--- src/rtl/lane_pkg.sv ---
package lane_pkg;
   typedef enum logic [1:0] {
      SZ_BYTE = 2'b00,
      SZ_HALF = 2'b01,
      SZ_WORD = 2'b10,
      SZ_WIDE = 2'b11
   } acc_size_e;
endpackage

--- src/rtl/lane_align_check.sv ---
module lane_align_check
   import lane_pkg::*;
#(
   parameter int OFS_W = 2
)(
   input  acc_size_e        size_i,
   input  logic [OFS_W-1:0] ofs_i,
   output logic             misalign_o
);
   always_comb begin
      case (size_i)
         SZ_BYTE: misalign_o = 1'b0;
         SZ_HALF: misalign_o = ofs_i[0];
         default: misalign_o = |ofs_i;
      endcase
   end
endmodule

--- src/rtl/lane_load_extract.sv ---
module lane_load_extract
   import lane_pkg::*;
#(
   parameter int DATA_W    = 32,
   parameter int BYTE_W    = 8,
   parameter int NUM_LANES = DATA_W / BYTE_W,
   parameter int OFS_W     = $clog2(NUM_LANES)
)(
   input  logic              clk_i,
   input  logic              rst_ni,
   input  logic [DATA_W-1:0] rdata_i,
   input  logic [OFS_W-1:0]  ofs_i,
   input  acc_size_e         size_i,
   input  logic              zext_i,
   input  logic              misalign_i,
   output logic [DATA_W-1:0] data_o
);
   localparam int HALF_W  = 2 * BYTE_W;
   localparam int NUM_HLF = NUM_LANES / 2;
   localparam int EXT_B   = DATA_W - BYTE_W;
   localparam int EXT_H   = DATA_W - HALF_W;

   logic [BYTE_W-1:0] lane_b [NUM_LANES];
   logic [HALF_W-1:0] lane_h [NUM_HLF];
   logic [BYTE_W-1:0] sel_b;
   logic [HALF_W-1:0] sel_h;

   for (genvar i = 0; i < NUM_LANES; i++) begin : g_blane
      assign lane_b[i] = rdata_i[DATA_W-1-i*BYTE_W -: BYTE_W];
   end
   for (genvar j = 0; j < NUM_HLF; j++) begin : g_hlane
      assign lane_h[j] = rdata_i[DATA_W-1-j*HALF_W -: HALF_W];
   end

   always_comb begin
      sel_b = lane_b[ofs_i];
      sel_h = lane_h[ofs_i[OFS_W-1:1]];
      case (size_i)
         SZ_BYTE: data_o = {{EXT_B{~zext_i & sel_b[BYTE_W-1]}}, sel_b};
         SZ_HALF: data_o = {{EXT_H{~zext_i & sel_h[HALF_W-1]}}, sel_h};
         default: data_o = rdata_i;
      endcase
      if (misalign_i) data_o = '0;
   end

   p_zext_upper_r4: assert property (@(posedge clk_i) disable iff (!rst_ni)
      (zext_i && !misalign_i && size_i == SZ_BYTE) |-> (data_o[DATA_W-1:BYTE_W] == '0));
   p_sext_byte_r3: assert property (@(posedge clk_i) disable iff (!rst_ni)
      (!zext_i && !misalign_i && size_i == SZ_BYTE && data_o[BYTE_W-1]) |-> (&data_o[DATA_W-1:BYTE_W]));
endmodule

--- src/rtl/lane_store_pack.sv ---
module lane_store_pack
   import lane_pkg::*;
#(
   parameter int DATA_W    = 32,
   parameter int BYTE_W    = 8,
   parameter int NUM_LANES = DATA_W / BYTE_W,
   parameter int OFS_W     = $clog2(NUM_LANES)
)(
   input  logic                 clk_i,
   input  logic                 rst_ni,
   input  logic                 valid_i,
   input  logic                 misalign_i,
   input  acc_size_e            size_i,
   input  logic [OFS_W-1:0]     ofs_i,
   input  logic [DATA_W-1:0]    src_i,
   output logic [DATA_W-1:0]    wdata_o,
   output logic [NUM_LANES-1:0] be_o
);
   localparam int HALF_W  = 2 * BYTE_W;
   localparam int NUM_HLF = NUM_LANES / 2;
   localparam logic [NUM_LANES-1:0] ONE_LANE = NUM_LANES'(1);
   localparam logic [NUM_LANES-1:0] TWO_LANE = NUM_LANES'(3);

   logic [DATA_W-1:0]    rep_b;
   logic [DATA_W-1:0]    rep_h;
   logic [NUM_LANES-1:0] mask;
   logic [OFS_W-2:0]     hidx;

   for (genvar i = 0; i < NUM_LANES; i++) begin : g_repb
      assign rep_b[i*BYTE_W +: BYTE_W] = src_i[BYTE_W-1:0];
   end
   for (genvar j = 0; j < NUM_HLF; j++) begin : g_reph
      assign rep_h[j*HALF_W +: HALF_W] = src_i[HALF_W-1:0];
   end

   assign hidx = ofs_i[OFS_W-1:1];

   always_comb begin
      case (size_i)
         SZ_BYTE: begin
            wdata_o = rep_b;
            mask    = ONE_LANE << (NUM_LANES - 1 - int'(ofs_i));
         end
         SZ_HALF: begin
            wdata_o = rep_h;
            mask    = TWO_LANE << (NUM_LANES - 2 - 2 * int'(hidx));
         end
         default: begin
            wdata_o = src_i;
            mask    = '1;
         end
      endcase
      be_o = (valid_i && !misalign_i) ? mask : '0;
   end

   p_byte_one_lane_r8: assert property (@(posedge clk_i) disable iff (!rst_ni)
      (valid_i && size_i == SZ_BYTE) |-> ($countones(be_o) == 1));
   p_word_all_lanes_r10: assert property (@(posedge clk_i) disable iff (!rst_ni)
      (valid_i && !misalign_i && (size_i == SZ_WORD || size_i == SZ_WIDE)) |-> (&be_o && wdata_o == src_i));
endmodule

--- src/rtl/be_lane_unit.sv ---
module be_lane_unit
   import lane_pkg::*;
#(
   parameter int DATA_W = 32,
   parameter int BYTE_W = 8,
   localparam int NUM_LANES = DATA_W / BYTE_W,
   localparam int OFS_W     = $clog2(NUM_LANES)
)(
   input  logic                 clk,
   input  logic                 rst_n,
   input  logic                 ld_req,
   input  logic [OFS_W-1:0]     ld_ofs,
   input  logic [1:0]           ld_size,
   input  logic                 ld_zext,
   input  logic [DATA_W-1:0]    mem_rdata,
   output logic [DATA_W-1:0]    ld_data,
   output logic                 ld_misalign,
   input  logic                 st_valid,
   input  logic [OFS_W-1:0]     st_ofs,
   input  logic [1:0]           st_size,
   input  logic [DATA_W-1:0]    st_src,
   output logic [DATA_W-1:0]    mem_wdata,
   output logic [NUM_LANES-1:0] mem_be,
   output logic                 st_misalign
);
   if (BYTE_W < 1 || (DATA_W % BYTE_W) != 0 || NUM_LANES < 4 || (1 << OFS_W) != NUM_LANES) begin : g_bad_cfg
      $error("be_lane_unit: lane count must be a power of two of at least 4");
   end

   logic [OFS_W-1:0] ld_ofs_q;
   acc_size_e        ld_size_q;
   logic             ld_zext_q;
   logic             st_mis_raw;

   always_ff @(posedge clk or negedge rst_n) begin
      if (!rst_n) begin
         ld_ofs_q  <= '0;
         ld_size_q <= SZ_WORD;
         ld_zext_q <= 1'b0;
      end else if (ld_req) begin
         ld_ofs_q  <= ld_ofs;
         ld_size_q <= acc_size_e'(ld_size);
         ld_zext_q <= ld_zext;
      end
   end

   lane_align_check #(.OFS_W(OFS_W)) u_ld_chk (
      .size_i    (ld_size_q),
      .ofs_i     (ld_ofs_q),
      .misalign_o(ld_misalign)
   );

   lane_load_extract #(.DATA_W(DATA_W), .BYTE_W(BYTE_W)) u_ld_ext (
      .clk_i     (clk),
      .rst_ni    (rst_n),
      .rdata_i   (mem_rdata),
      .ofs_i     (ld_ofs_q),
      .size_i    (ld_size_q),
      .zext_i    (ld_zext_q),
      .misalign_i(ld_misalign),
      .data_o    (ld_data)
   );

   lane_align_check #(.OFS_W(OFS_W)) u_st_chk (
      .size_i    (acc_size_e'(st_size)),
      .ofs_i     (st_ofs),
      .misalign_o(st_mis_raw)
   );

   assign st_misalign = st_valid & st_mis_raw;

   lane_store_pack #(.DATA_W(DATA_W), .BYTE_W(BYTE_W)) u_st_pack (
      .clk_i     (clk),
      .rst_ni    (rst_n),
      .valid_i   (st_valid),
      .misalign_i(st_mis_raw),
      .size_i    (acc_size_e'(st_size)),
      .ofs_i     (st_ofs),
      .src_i     (st_src),
      .wdata_o   (mem_wdata),
      .be_o      (mem_be)
   );

   p_ld_hold_r6: assert property (@(posedge clk) disable iff (!rst_n)
      !ld_req |=> ($stable(ld_ofs_q) && $stable(ld_size_q) && $stable(ld_zext_q)));
   p_ld_capture_r6: assert property (@(posedge clk) disable iff (!rst_n)
      ld_req |=> (ld_ofs_q == $past(ld_ofs) && ld_zext_q == $past(ld_zext)));
   p_ld_mis_zero_r7: assert property (@(posedge clk) disable iff (!rst_n)
      ld_misalign |-> (ld_data == '0));
   p_st_mis_no_be_r11: assert property (@(posedge clk) disable iff (!rst_n)
      st_misalign |-> (mem_be == '0));
   p_idle_quiet_r12: assert property (@(posedge clk) disable iff (!rst_n)
      !st_valid |-> (mem_be == '0 && !st_misalign));
endmodule

--- config.mk ---
export PLATFORM = sky130hd
export DESIGN_NAME = be_lane_unit
export DESIGN_NICKNAME = d
export VERILOG_FILES = /design/src/rtl/lane_pkg.sv /design/src/rtl/lane_align_check.sv /design/src/rtl/lane_load_extract.sv /design/src/rtl/lane_store_pack.sv /design/src/rtl/be_lane_unit.sv
export SDC_FILE = /design/constraint.sdc
export NUM_CORES = 1
export LEC_CHECK = 0
export CAP_MARGIN = 20
export CORE_AREA = 2 2 49 96
export CTS_BUF_LIST = sky130_fd_sc_hd__clkbuf_8
export DETAILED_ROUTE_END_ITERATION = 16
export DIE_AREA = 0 0 51 98
export DONT_BUFFER_PORTS = 1
export PLACE_DENSITY = 0.54
export SYNTH_ARGS = -nofsm -noshare
export SYNTH_HDL_FRONTEND = slang
export SYNTH_SLANG_ARGS = --single-unit
--- constraint.sdc ---
create_clock -name clk -period 2.1 [get_ports clk]
set_input_delay 0.21 -clock clk [delete_from_list [all_inputs] [get_ports clk]]
set_output_delay 0.21 -clock clk [all_outputs]
set_load 0.02 [all_outputs]
Yosys cells after proc, flatten, opt, wreduce, memory -nomap -nowiden --
Cells that the tools add are included.
Word-level totals: flip-flop bits (word level) 5, input port bits 77, output and inout port bits 70, word-level logic and storage cells 36
Cells by class: add/subtract/negate cells 2, order comparisons 2, equal/unequal tests 2, shifts and indexed selects 2, muxes and demuxes 13, bitwise operators 6, reductions and logical operators 6
Operators with widths (number):
- $pmux W32 S2 | 2
- $mux W16 | 3
- $mux W32 | 1
- $shl A1 B32 Y4 const A | 1
- $shl A2 B32 Y4 const A | 1
- $bmux W8 S2 | 1
- $mux W8 | 2
- $pmux W4 S2 | 1
- $sub A2 B2 Y3 const A | 2
- $eq A2 B1 Y1 const B | 2
- $logic_not A2 Y1 | 2
- $mux W4 | 1
- $pmux W1 S2 | 2
- $reduce_or A2 Y1 | 2
- $and A1 B1 Y1 | 3
- $ge A3 B3 Y1 const B | 1
- $not A2 Y3 | 1
- $ge A2 B2 Y1 const B | 1
- $not A1 Y2 | 1
- $logic_and A1 B1 Y1 | 1
- $logic_not A1 Y1 | 1
- $not A1 Y1 | 1

Logic depth before layout (Yosys ltp) --
Gate-level depths: netlist (run 1).
word-level depth 7, depth in mapped cells 6, depth with buffers taken out 3

Cells and area by module --
Synthesis (run 1) repeated with hierarchy kept, for this count alone.
Unflattened totals: cell total of the unflattened synthesis 200, area total of the unflattened synthesis 1539.0 sq um
By module, submodules not included:
- lane_load_extract | instances 1, cells each 118, area each 818.3 sq um, sequential area each 0.0 sq um
- lane_store_pack | instances 1, cells each 65, area each 506.7 sq um, sequential area each 0.0 sq um
- be_lane_unit | instances 1, cells each 11, area each 188.9 sq um, sequential area each 126.4 sq um
- lane_align_check | instances 2, cells each 3, area each 12.5 sq um, sequential area each 0.0 sq um

Least setup slack after synthesis (run 1) --
Ideal clock, no wire load.
path type register to output, start reg ld_size_q[0], end out ld_data[0], data arrival time 2084 ps, slack -194 ps, stages on the path, launching flop included 5, buffers on the path 1, cells stage by stage dfrtp_1 > buf_2 > o21ai_1 > nand2_1 > a2111oi_0
Between the ends: cells in the longest elaborated chain, start to end 3, elaborated cells between the ends (all ways) 5, classes of those cells eq/ne (1); mux (3); reduce/logical (1)
Ends and longest elaborated chain:
- start: declaration | RTL line be_lane_unit.sv:31 | acc_size_e ld_size_q;
- start signal: assignment | RTL line be_lane_unit.sv:42 | ld_size_q <= acc_size_e'(ld_size);
- $eq A2 B1 Y1 / $logic_not A2 Y1 (equally long branches) | RTL line lane_align_check.sv:11 | case (size_i)
- $pmux W1 S2 (*) | RTL line lane_align_check.sv:11
- net ld_misalign | RTL line be_lane_unit.sv:17 | output logic ld_misalign,
- $mux W32 (*) | RTL line lane_load_extract.sv:43 | if (misalign_i) data_o = '0;
- end: declaration | RTL line be_lane_unit.sv:16 | output logic [DATA_W-1:0] ld_data,
Mark *: on every way through the listed nets, which the timed path passes. The rest lies on a longest branch.

Worst setup path after layout (run 1) --
start reg ld_size_q[1], end out ld_data[1]
Between the ends: cells in the longest elaborated chain, start to end 3, elaborated cells between the ends (all ways) 5, classes of those cells eq/ne (1); mux (3); reduce/logical (1)
Ends and longest elaborated chain (RTL line):
- $eq A2 B1 Y1 / $logic_not A2 Y1 (equally long branches) | lane_align_check.sv:11, lane_load_extract.sv:38
- $pmux W32 S2 / $pmux W1 S2 (equally long branches) | lane_load_extract.sv:38, lane_align_check.sv:11
- $mux W32 (*) | lane_load_extract.sv:43
Mark *: on every way between the ends. The rest lies on a longest branch, timed or not.

==> results of run 1 <==
[worst max-delay path by stage]
stage	slack, ps	to	start	cells past startpoint
2_1_floorplan	-190	ld_data[0]	ld_size_q[0]	4
3_3_place_gp	130	ld_data[27]	ld_size_q[1]	3
3_5_place_dp	90	ld_data[31]	ld_size_q[1]	3
4_1_cts	0.7	ld_data[2]	ld_size_q[1]	4
5_1_grt	-20	ld_data[2]	ld_size_q[1]	5
6_report	80	ld_data[1]	ld_size_q[1]	5
[critical path, cell delays in order (launching register included)]
cell and delay, ps:
dfstp_4 500, clkbuf_4 200, o21ai_2 190, nand2_2 180
a2111oi_1 300, buf_4 210
[flip-flops by register name (all words and copies together), names as in the netlist]
register	cells
ld_ofs_q	2
ld_size_q	2
ld_zext_q	1
[synth_stat cells, drive strengths merged]
master / instances / share of area [%]
nor3: 3 / 1.2
o22ai: 8 / 3.0
and4b: 7 / 4.3
a211oi: 6 / 2.7
o21bai: 1 / 0.68
and2b: 1 / 0.46
xnor2: 1 / 0.53
clkbuf: 5 / 1.1
a32oi: 1 / 1.7
mux2: 23 / 16
o21ai: 12 / 3.7
o311a: 2 / 1.2
nand3b: 1 / 0.46
buf: 24 / 10
a21boi: 2 / 0.91
dfstp: 1 / 1.6
or2: 1 / 0.38
a221oi: 7 / 3.7
and2: 1 / 0.38
or3: 1 / 0.38
and3: 3 / 1.1
o211ai: 16 / 7.3
nor2b: 12 / 4.6
nor2: 7 / 1.8
nand2: 29 / 6.6
xor2: 2 / 1.1
a211o: 1 / 0.53
a21oi: 3 / 0.91
dfrtp: 4 / 6.1
a31oi: 2 / 0.76
mux2i: 15 / 9.1
nand3: 1 / 0.30
a2111oi: 5 / 2.7
nor3b: 4 / 2.4
[metal layers]
layer,vias up,global-route usage [%]
li1,850,-
met1,851,17.2
met2,127,45.0
met3,8,3.82
met4,0,7.69
met5,-,0
[metrics by stage]
stage / hold slack, ps / cells
final: 137 / 287
after global routing: 133 / 287
after CTS: 132 / 284
after detailed placement: -85.5 / 279
after global placement: -85.5 / 279
after floorplan: -85.6 / 212
[cell families (layout without fill, tap and decap cells)]
group | after synthesis | after routing | share of synthesized area (%)
compound gates | 66 | 66 | 29.8
xor+xnor | 3 | 3 | 1.60
buf+inv | 29 | 50 | 11.4
flops | 5 | 5 | 7.69
mux | 38 | 38 | 25.1
simple gates | 71 | 71 | 24.4
[cell type report]
class	instances	area (sq um)
Multi-Input combinational cell	178	1370
Clock buffer	3	41.3
Fill cell	454	2300
Sequential cell	5	133
Tap cell	54	67.6
Timing Repair Buffer	46	377
Clock inverter	1	3.75
[power groups by stage]
stage / Clock, mW / Sequential (mW) / Combinational (mW)
global route: 0.185 / 0.132 / 0.750
global placement: 0 / 0.130 / 0.672
CTS: 0.180 / 0.133 / 0.680
finish: 0.175 / 0.130 / 0.707
detailed placement: 0 / 0.130 / 0.673
floorplan: 0 / 0.116 / 0.530
[timing repair]
| item | 4_1_cts | 5_1_grt |
|---|---|---|
| hold endpoints to repair | 5 | 0 |
| pin swaps | 1 | 2 |
| gates resized for setup | 5 | 8 |
| setup endpoints to repair | 26 | 29 |
| buffers inserted | 0 | 3 |
| hold buffers | 1 | 0 |
==> results.py, run 1 <==
metrics = {
    "power_and_ir_drop": {
        "total_power_mw": 1.01,
        "p_sw_share_pct": 46.9,
        "power.share.combinational_pct": 69.9,
        "max-vdd-ir-drop_v": 0.000271,
        "p_seq_share_pct": 12.8,
        "leakage_nw": 0.799,
        "power.density_nw_per_um2": 507,
        "p_sw_mw": 0.474,
        "power.share.clock_pct": 17.3,
        "p_int_mw": 0.537,
    },
    "clocking": {
        "h-tree-depth": 1,
        "cts_tree": "yes",
        "clkTransAtPathRegs_ps": 40,
        "cts_made_buffers": 3,
        "cts.path.max_buffers": 2,
        "root_buffer": "clkbuf_8",
        "worstSkewPairLatency_ps": 220,
        "cts.sinks": 5,
    },
    "worst_setup_path": {
        "r2r_end": "ld_size_q[1]",
        "required_ps": 1890,
        "reg2regPathDepth": 2,
        "crit_path_end_kind": "output port",
        "critPathMaxFanout": 12,
        "arrival_ps": 1810,
        "crit_path_start_kind": "flip-flop",
        "r2r_slack_ps": 990,
        "r2r-start": "ld_size_q[1]",
        "crit_type": "flip-flop to output port",
    },
    "timing": {
        "worstMarginPinSlew_ps": 697,
        "max_freq_mhz": 496,
        "report.final.slew_viol_count": 0,
        "fin_crit_sh_pct": 96.0,
        "rsz0062_at_grt": "true",
        "period_minus_slack_ps": 2020,
        "skew_ps": 0,
        "finalHoldViolCount": 0,
        "fin_ws_ps": 84.7,
        "max_slew_margin_pct": 53.1,
        "final-setup-viol-count": 0,
        "finalSetupTns_ps": 0,
    },
    "layout": {
        "antenna_cells": 0,
        "nets": 311,
        "finish.instance_area_sq_um": 1990,
        "final_layout_size_suffix_gt1_share_pct": 37.3,
        "layout_commonest_cell": "buf_4",
        "final_util_pct": 46.4,
        "mostFrequentLayoutCells": "41 x buf_4, 28 x nand2_1, 22 x mux2_2",
        "syn_to_final_growth_pct": 21.3,
    },
    "floorplan": {
        "io_pins": 147,
        "core_area_sq_um": 4300,
        "start_util_pct": 38.3,
        "die_w_um": 51,
        "row_count": 34,
        "die_y_um": 98,
        "die_area_sq_um": 5000,
    },
    "routing": {
        "firstDrtPassIters": 4,
        "detailroute.via_count": 1836,
        "dr_wl_met3_um": 502,
        "wl_per_cell_um": 19.7,
        "post_drt_via_cell_ratio": 6.40,
        "wirelength_mm": 5.66,
        "route.met2.wl_mm": 3.40,
        "m1WireLength_mm": 1.64,
        "drc_errors": 0,
        "drt-initial-drc-count": 27,
        "dr.max_layer_used": "met4",
        "drt.antenna.violating_nets": 0,
    },
    "hold_path": {
        "hp-class": "primary input to flip-flop",
        "min_from": "ld_ofs[0]",
        "hold_end": "ld_ofs_q[0]",
        "min_delay_path_depth": 1,
    },
    "placement": {
        "io_buffers": 0,
        "gp_congestion": 0.764,
        "dp_slack_ps": 86.6,
        "place_area_sq_um": 1870,
        "hpwl_mm": 4.55,
    },
    "synthesis": {
        "avgSynthCellArea_sq_um": 7.76,
        "yosys_register_bits": 5,
        "yosysWarnings": 0,
        "synth_cells": 212,
        "ys_types": 41,
        "ys_seq_area_share_pct": 7.69,
        "syn_area_sq_um": 1640,
        "syn_nets": 289,
    },
    "global_route": {
        "gr-total-overflow": 0,
        "grt_max_degree": 33,
        "grt_pass1_wl_mm": 8.13,
        "grt_antenna_before_repair": 0,
        "grt_pass1_vias": 1742,
        "track_usage_pct": 21.1,
    },
    "job": {
        "cap_violations": 0,
    },
    "status": {
        "outcome": "completed",
    },
}
Note: power is estimated with default switching activity, not from simulation.
==> run 2: changes to the inputs <==
--- a/config.mk
+++ b/config.mk
@@ -11,7 +11,7 @@
 export DETAILED_ROUTE_END_ITERATION = 16
 export DIE_AREA = 0 0 51 98
 export DONT_BUFFER_PORTS = 1
-export PLACE_DENSITY = 0.54
+export PLACE_DENSITY = 0.62
 export SYNTH_ARGS = -nofsm -noshare
 export SYNTH_HDL_FRONTEND = slang
 export SYNTH_SLANG_ARGS = --single-unit
==> results.py, run 2 (same netlist as run 1, synthesis figures left out) <==
metrics = {
    "worst_setup_path": {
        "required_ps": 1890,
        "critPathMaxFanout": 9,
        "crit_path_frequent_cell": "buf_4",
        "cpPeakStageDelay_ps": 450,
        "cp.depth": 5,
        "r2r-start": "ld_size_q[1]",
        "r2r_slack_ps": 1080,
        "startpoint": "ld_size_q[0]",
        "crit_path_start_kind": "flip-flop",
        "reg2regPathDepth": 2,
        "crit_path_end_kind": "output port",
        "arrival_ps": 1850,
        "crit_end": "ld_data[5]",
        "r2r_end": "ld_size_q[1]",
        "crit_family": "compound AO/OA/AOI/OAI gates",
        "cp_cell_sequence": "buf_4, o21ai_1, nand2_2, a2111oi_0, buf_4",
        "crit_type": "flip-flop to output port",
        "cp_slowest_cell": "dfrtp_2",
        "worst-path-buf-inv": 2,
    },
    "layout": {
        "multi_input_area_sq_um": 1360,
        "final_cells": 294,
        "nets": 318,
        "largestRegisters": "ld_ofs_q (2), ld_size_q (2), ld_zext_q (1)",
        "syn_to_final_growth_pct": 21.5,
        "antenna_cells": 0,
        "regArea_sq_um": 130,
        "layout_commonest_cell": "buf_4",
        "mostFrequentLayoutCells": "46 x buf_4, 28 x nand2_1, 22 x mux2_2",
        "final_util_pct": 46.5,
        "final_layout_size_suffix_gt1_share_pct": 37.9,
        "num-fill-cells": 405,
    },
    "routing": {
        "drc_errors": 0,
        "detailroute.via_count": 1876,
        "firstDrtPassIters": 4,
        "wl_per_cell_um": 19.8,
        "post_drt_via_cell_ratio": 6.38,
        "wirelength_mm": 5.84,
        "drt-initial-drc-count": 38,
        "drt.antenna.violating_nets": 0,
    },
    "clocking": {
        "cts_tree": "yes",
        "cts.path.max_buffers": 2,
        "worstSkewPairLatency_ps": 220,
        "cts_made_buffers": 3,
        "h-tree-depth": 1,
        "clkTransAtPathRegs_ps": 30,
        "cts.sinks": 5,
        "root_buffer": "clkbuf_8",
    },
    "global_route": {
        "grt_pass1_wl_mm": 8.38,
        "gr-total-overflow": 0,
        "track_usage_pct": 21.6,
        "grt_antenna_before_repair": 0,
        "grt_max_degree": 30,
        "grt_pass1_vias": 1802,
    },
    "timing": {
        "finalHoldViolCount": 0,
        "fin_crit_sh_pct": 98.2,
        "finalSetupTns_ps": 0,
        "skew_ps": 0,
        "max_slew_margin_pct": 49.4,
        "max_freq_mhz": 485,
        "report.final.slew_viol_count": 0,
        "final-setup-viol-count": 0,
        "worstMarginPinSlew_ps": 752,
        "period_minus_slack_ps": 2060,
    },
    "floorplan": {
        "die_w_um": 51,
        "die_y_um": 98,
        "start_util_pct": 38.3,
        "core_area_sq_um": 4300,
        "io_pins": 147,
        "row_count": 34,
        "die_area_sq_um": 5000,
    },
    "placement": {
        "hpwl_mm": 4.75,
        "gp_congestion": 0.798,
        "post-place-cells": 283,
        "io_buffers": 0,
    },
    "hold_path": {
        "min_from": "ld_ofs[1]",
        "hp-class": "primary input to flip-flop",
    },
    "job": {
        "cap_violations": 0,
    },
    "power_and_ir_drop": {
        "total_power_mw": 1.00,
        "leakage_nw": 0.817,
        "max-vdd-ir-drop_v": 0.000237,
        "power.density_nw_per_um2": 502,
    },
    "status": {
        "outcome": "completed",
    },
}
## run 2: changes by cell type in the layout (fill, tap and decap cells not counted), sizes merged
| cell | change |
|---|---|
| buf | +6 |
| clkbuf | +1 |
## run 2: worst min path at each step
stage	to	cells after the start
after floorplan	ld_ofs_q[0]	0
after global placement	ld_ofs_q[0]	0
after detailed placement	ld_ofs_q[0]	0
after CTS	ld_zext_q	1
after global routing	ld_ofs_q[1]	1
final	ld_ofs_q[1]	1
## run 2: area by class of cell
type | count | share of cell area, %
multi-input combinational | 178 | 67.9
timing repair buffer | 53 | 19.9
sequential | 5 | 6.51
tap | 54 | 3.38
clock buffer | 3 | 2.07
clock inverter | 1 | 0.188
## run 2: per-stage QoR
stage | worst slack [ps] | instance area (sq um) | hold WS (ps)
final | 38.6 | 2000 | 143
after global routing | -56.4 | 2000 | 135
after CTS | -4.58 | 1920 | 140
after detailed placement | 95.7 | 1860 | -85.5
after global placement | 176 | 1860 | -85.5
after floorplan | -194 | 1640 | -85.6
## run 2: report_power, final
part	switching [mW]	internal (mW)	leakage, nW
registers	0.0230	0.110	0.0543
clock network	0.0429	0.125	0.0269
logic	0.405	0.298	0.736
total	0.471	0.532	0.817
## run 2: per-layer routing
layer  share of wire, %  vias to the layer above  track usage (%)
met5                  0                        -                0
met4                7.4                        0             15.2
met3                8.6                       24             2.91
met2                 54                      135             42.4
met1                 30                      849             18.2
li1                   -                      868                -
## run 2: what timing repair did
| action | CTS | global route |
|---|---|---|
| gates resized for setup | 3 | 11 |
| setup buffers | 0 | 6 |
| setup endpoints to repair | 18 | 30 |
| hold endpoints to repair | 5 | 0 |
| hold buffers | 1 | 0 |
| pin swaps | 0 | 1 |
==> run 3: changes to the inputs <==
--- a/config.mk
+++ b/config.mk
@@ -6,12 +6,13 @@
 export NUM_CORES = 1
 export LEC_CHECK = 0
 export CAP_MARGIN = 20
-export CORE_AREA = 2 2 49 96
+export CORE_AREA = 2 2 47 93
 export CTS_BUF_LIST = sky130_fd_sc_hd__clkbuf_8
 export DETAILED_ROUTE_END_ITERATION = 16
-export DIE_AREA = 0 0 51 98
+export DIE_AREA = 0 0 49 95
 export DONT_BUFFER_PORTS = 1
 export PLACE_DENSITY = 0.62
 export SYNTH_ARGS = -nofsm -noshare
 export SYNTH_HDL_FRONTEND = slang
+export SYNTH_HIERARCHICAL = 1
 export SYNTH_SLANG_ARGS = --single-unit
==> results.py, run 3 <==
metrics = {
    "status": {
        "outcome": "completed",
    },
    "layout": {
        "layout_commonest_cell": "buf_4",
        "final_cells": 276,
        "multi_input_area_sq_um": 1250,
        "final_layout_size_suffix_gt1_share_pct": 42.0,
        "syn_to_final_growth_pct": 27.5,
        "regArea_sq_um": 130,
        "num-fill-cells": 406,
        "antenna_cells": 0,
        "mostFrequentLayoutCells": "41 x buf_4, 25 x nand2_1, 24 x mux2_2",
        "largestRegisters": "ld_ofs_q (2), ld_size_q (2), ld_zext_q (1)",
        "nets": 302,
    },
    "worst_setup_path": {
        "r2r_end": "ld_size_q[0]",
        "arrival_ps": 1860,
        "cp_cell_sequence": "buf_12, nor3_1, buf_4, a22oi_4, clkbuf_16, o211ai_1, buf_4",
        "reg2regPathDepth": 1,
        "cpPeakStageDelay_ps": 600,
        "critPathMaxFanout": 12,
        "crit_path_start_kind": "flip-flop",
        "crit_path_frequent_cell": "buf_4",
        "cp_slowest_cell": "dfstp_2",
        "required_ps": 1890,
        "crit_path_end_kind": "output port",
        "crit_type": "flip-flop to output port",
        "r2r_slack_ps": 1260,
        "r2r-start": "ld_size_q[0]",
    },
    "routing": {
        "drt.antenna.violating_nets": 0,
        "drt-initial-drc-count": 33,
        "drc_errors": 0,
        "firstDrtPassIters": 4,
        "wirelength_mm": 5.25,
        "detailroute.via_count": 1647,
        "wl_per_cell_um": 19.0,
        "post_drt_via_cell_ratio": 5.97,
    },
    "power_and_ir_drop": {
        "leakage_nw": 0.844,
        "power.density_nw_per_um2": 549,
        "max-vdd-ir-drop_v": 0.000569,
    },
    "timing": {
        "finalHoldViolCount": 0,
        "fin_crit_sh_pct": 98.7,
        "worstMarginPinSlew_ps": 467,
        "period_minus_slack_ps": 2070,
        "final-setup-viol-count": 0,
        "max_freq_mhz": 483,
        "skew_ps": 0,
        "rsz0062_at_grt": "true",
        "report.final.slew_viol_count": 0,
        "holdWs_ps": 142,
        "fin_ws_ps": 28.1,
        "max_slew_margin_pct": 68.8,
        "finalSetupTns_ps": 0,
    },
    "synthesis": {
        "synth-xor-area-share_pct": 0,
        "ys_seq_area_share_pct": 8.21,
        "synthArstFlopShare_pct": 100,
        "synthFlopType": "dfrtp_1",
        "ys_top_cells_by_area": "mux2_2 19%, o211ai_1 7.8%, dfrtp_1 6.5%, nand2_1 6.1%, mux4_2 5.9%",
        "netlist_top_cells_count": "26 x mux2_2, 25 x nand2_1, 16 x o211ai_1",
        "avgSynthCellArea_sq_um": 7.69,
        "synth_fa_ha_area_share_pct": 0,
        "synth_top_area_cell": "mux2_2",
        "syn_area_sq_um": 1540,
        "synth_cells": 200,
        "synth_top_area_share_pct": 19.0,
        "yosys_register_bits": 5,
        "synth_mux_area_share_pct": 30.1,
        "synth_edf_count": 0,
        "synth-compound-area-share_pct": 29.7,
        "synthSimpleGateAreaFrac_pct": 19.3,
        "syn_nets": 277,
        "synth_top_family_by_area": "multiplexers",
        "yosys.cell_count.top_type": "mux2_2",
        "ys_types": 35,
        "yosysWarnings": 6,
    },
    "clocking": {
        "h-tree-depth": 1,
        "cts.path.max_buffers": 2,
        "cts_tree": "yes",
        "worstSkewPairLatency_ps": 220,
        "clkTransAtPathRegs_ps": 40,
        "root_buffer": "clkbuf_8",
        "cts.sinks": 5,
        "cts_made_buffers": 3,
    },
    "floorplan": {
        "die_y_um": 95,
        "core_area_sq_um": 4010,
        "row_count": 33,
        "start_util_pct": 38.4,
        "die_w_um": 49,
        "io_pins": 147,
        "die_area_sq_um": 4660,
    },
    "global_route": {
        "gr-total-overflow": 0,
        "grtUsageMet2_pct": 32.8,
        "grt_antenna_before_repair": 0,
        "gr-usage-met1_pct": 25.0,
        "grt_max_degree": 31,
        "grt_util_met3_pct": 5.85,
        "track_usage_pct": 19.4,
        "grt_pass1_wl_mm": 7.43,
        "grt.busiest_layer": "met2",
        "grt_pass1_vias": 1562,
    },
    "hold_path": {
        "hold_end": "ld_zext_q",
        "min_delay_path_depth": 1,
        "hp-class": "primary input to flip-flop",
        "min_from": "ld_zext",
    },
    "placement": {
        "gp_congestion": 0.801,
        "dp_slack_ps": 201,
        "hpwl_mm": 3.86,
        "io_buffers": 0,
        "post-place-cells": 265,
    },
    "job": {
        "cap_violations": 0,
    },
}
run 3: changes by cell type after synthesis, sizes merged, moves of 4 or more:
cell,previous run,this run
nand2,29,25
and3,3,8
mux2i,15,8
mux4,0,4
a21oi,3,10
a311oi,0,7
a22o,0,4
nor2b,12,1
a221oi,7,0
a2111oi,5,0
a211oi,6,0
and4b,7,0
and2,1,8
run 3: worst max-delay path: cells and delay by family (launching register included):
family          cells  cell delay [ps]
compound gates      2              320
buf+inv             4              670
flops               1              600
simple gates        1               50
run 3: worst max-delay path by stage:
stage | from | to | slack [ps] | cells after the start
after global placement | ld_size_q[0] | ld_data[1] | 240 | 3
after CTS | ld_size_q[1] | ld_data[25] | -3 | 8
after floorplan | ld_size_q[1] | ld_data[19] | 20 | 6
after detailed placement | ld_ofs_q[1] | ld_data[18] | 200 | 6
final | ld_size_q[1] | ld_data[21] | 30 | 7
after global routing | ld_size_q[1] | ld_data[14] | -30 | 7
run 3: power breakdown:
part           internal, mW  leakage [nW]  switching, mW
clock                 0.125        0.0269         0.0476
sequential            0.110        0.0543         0.0162
combinational         0.347         0.763          0.432
run 3: layout make-up:
type                       count  share of cell area (%)
multi-input combinational    163                    64.0
timing repair buffer          49                    23.2
sequential                     5                    6.63
tap                           52                    3.32
clock buffer                   3                    2.10
inverter                       3                   0.574
clock inverter                 1                   0.191
run 3: logic make-up after synthesis:
| kind of cell | after synthesis |
|---|---|
| buffers and inverters | 32 |
| AND/OR/NAND/NOR | 59 |
| flip-flops | 5 |
| AO/OA/AOI/OAI | 66 |
| multiplexers | 38 |
run 3: routing by layer:
layer,up-vias,share of wire [%]
met2,100,50
li1,800,-
met4,0,0
met1,747,40
met5,-,0
met3,0,10
run 3: timing repair:
action,in CTS,in global routing
pin swaps,0,3
gates cloned,0,3
hold buffers,1,0
hold endpoints to repair,5,0
setup endpoints to repair,6,32
setup buffers,0,3
gates resized for setup,2,16
run 3: metrics by stage:
| stage | utilization (%) | total power, mW | instance area, sq um |
|---|---|---|---|
| 2_1_floorplan | - | 0.665 | 1540 |
| 3_5_place_dp | 43.6 | 0.833 | 1750 |
| 4_1_cts | 45.1 | 1.02 | 1810 |
| 3_3_place_gp | 43.6 | 0.821 | 1750 |
| 5_1_grt | 49.0 | 1.14 | 1960 |
| 6_report | 49.0 | 1.08 | 1960 |
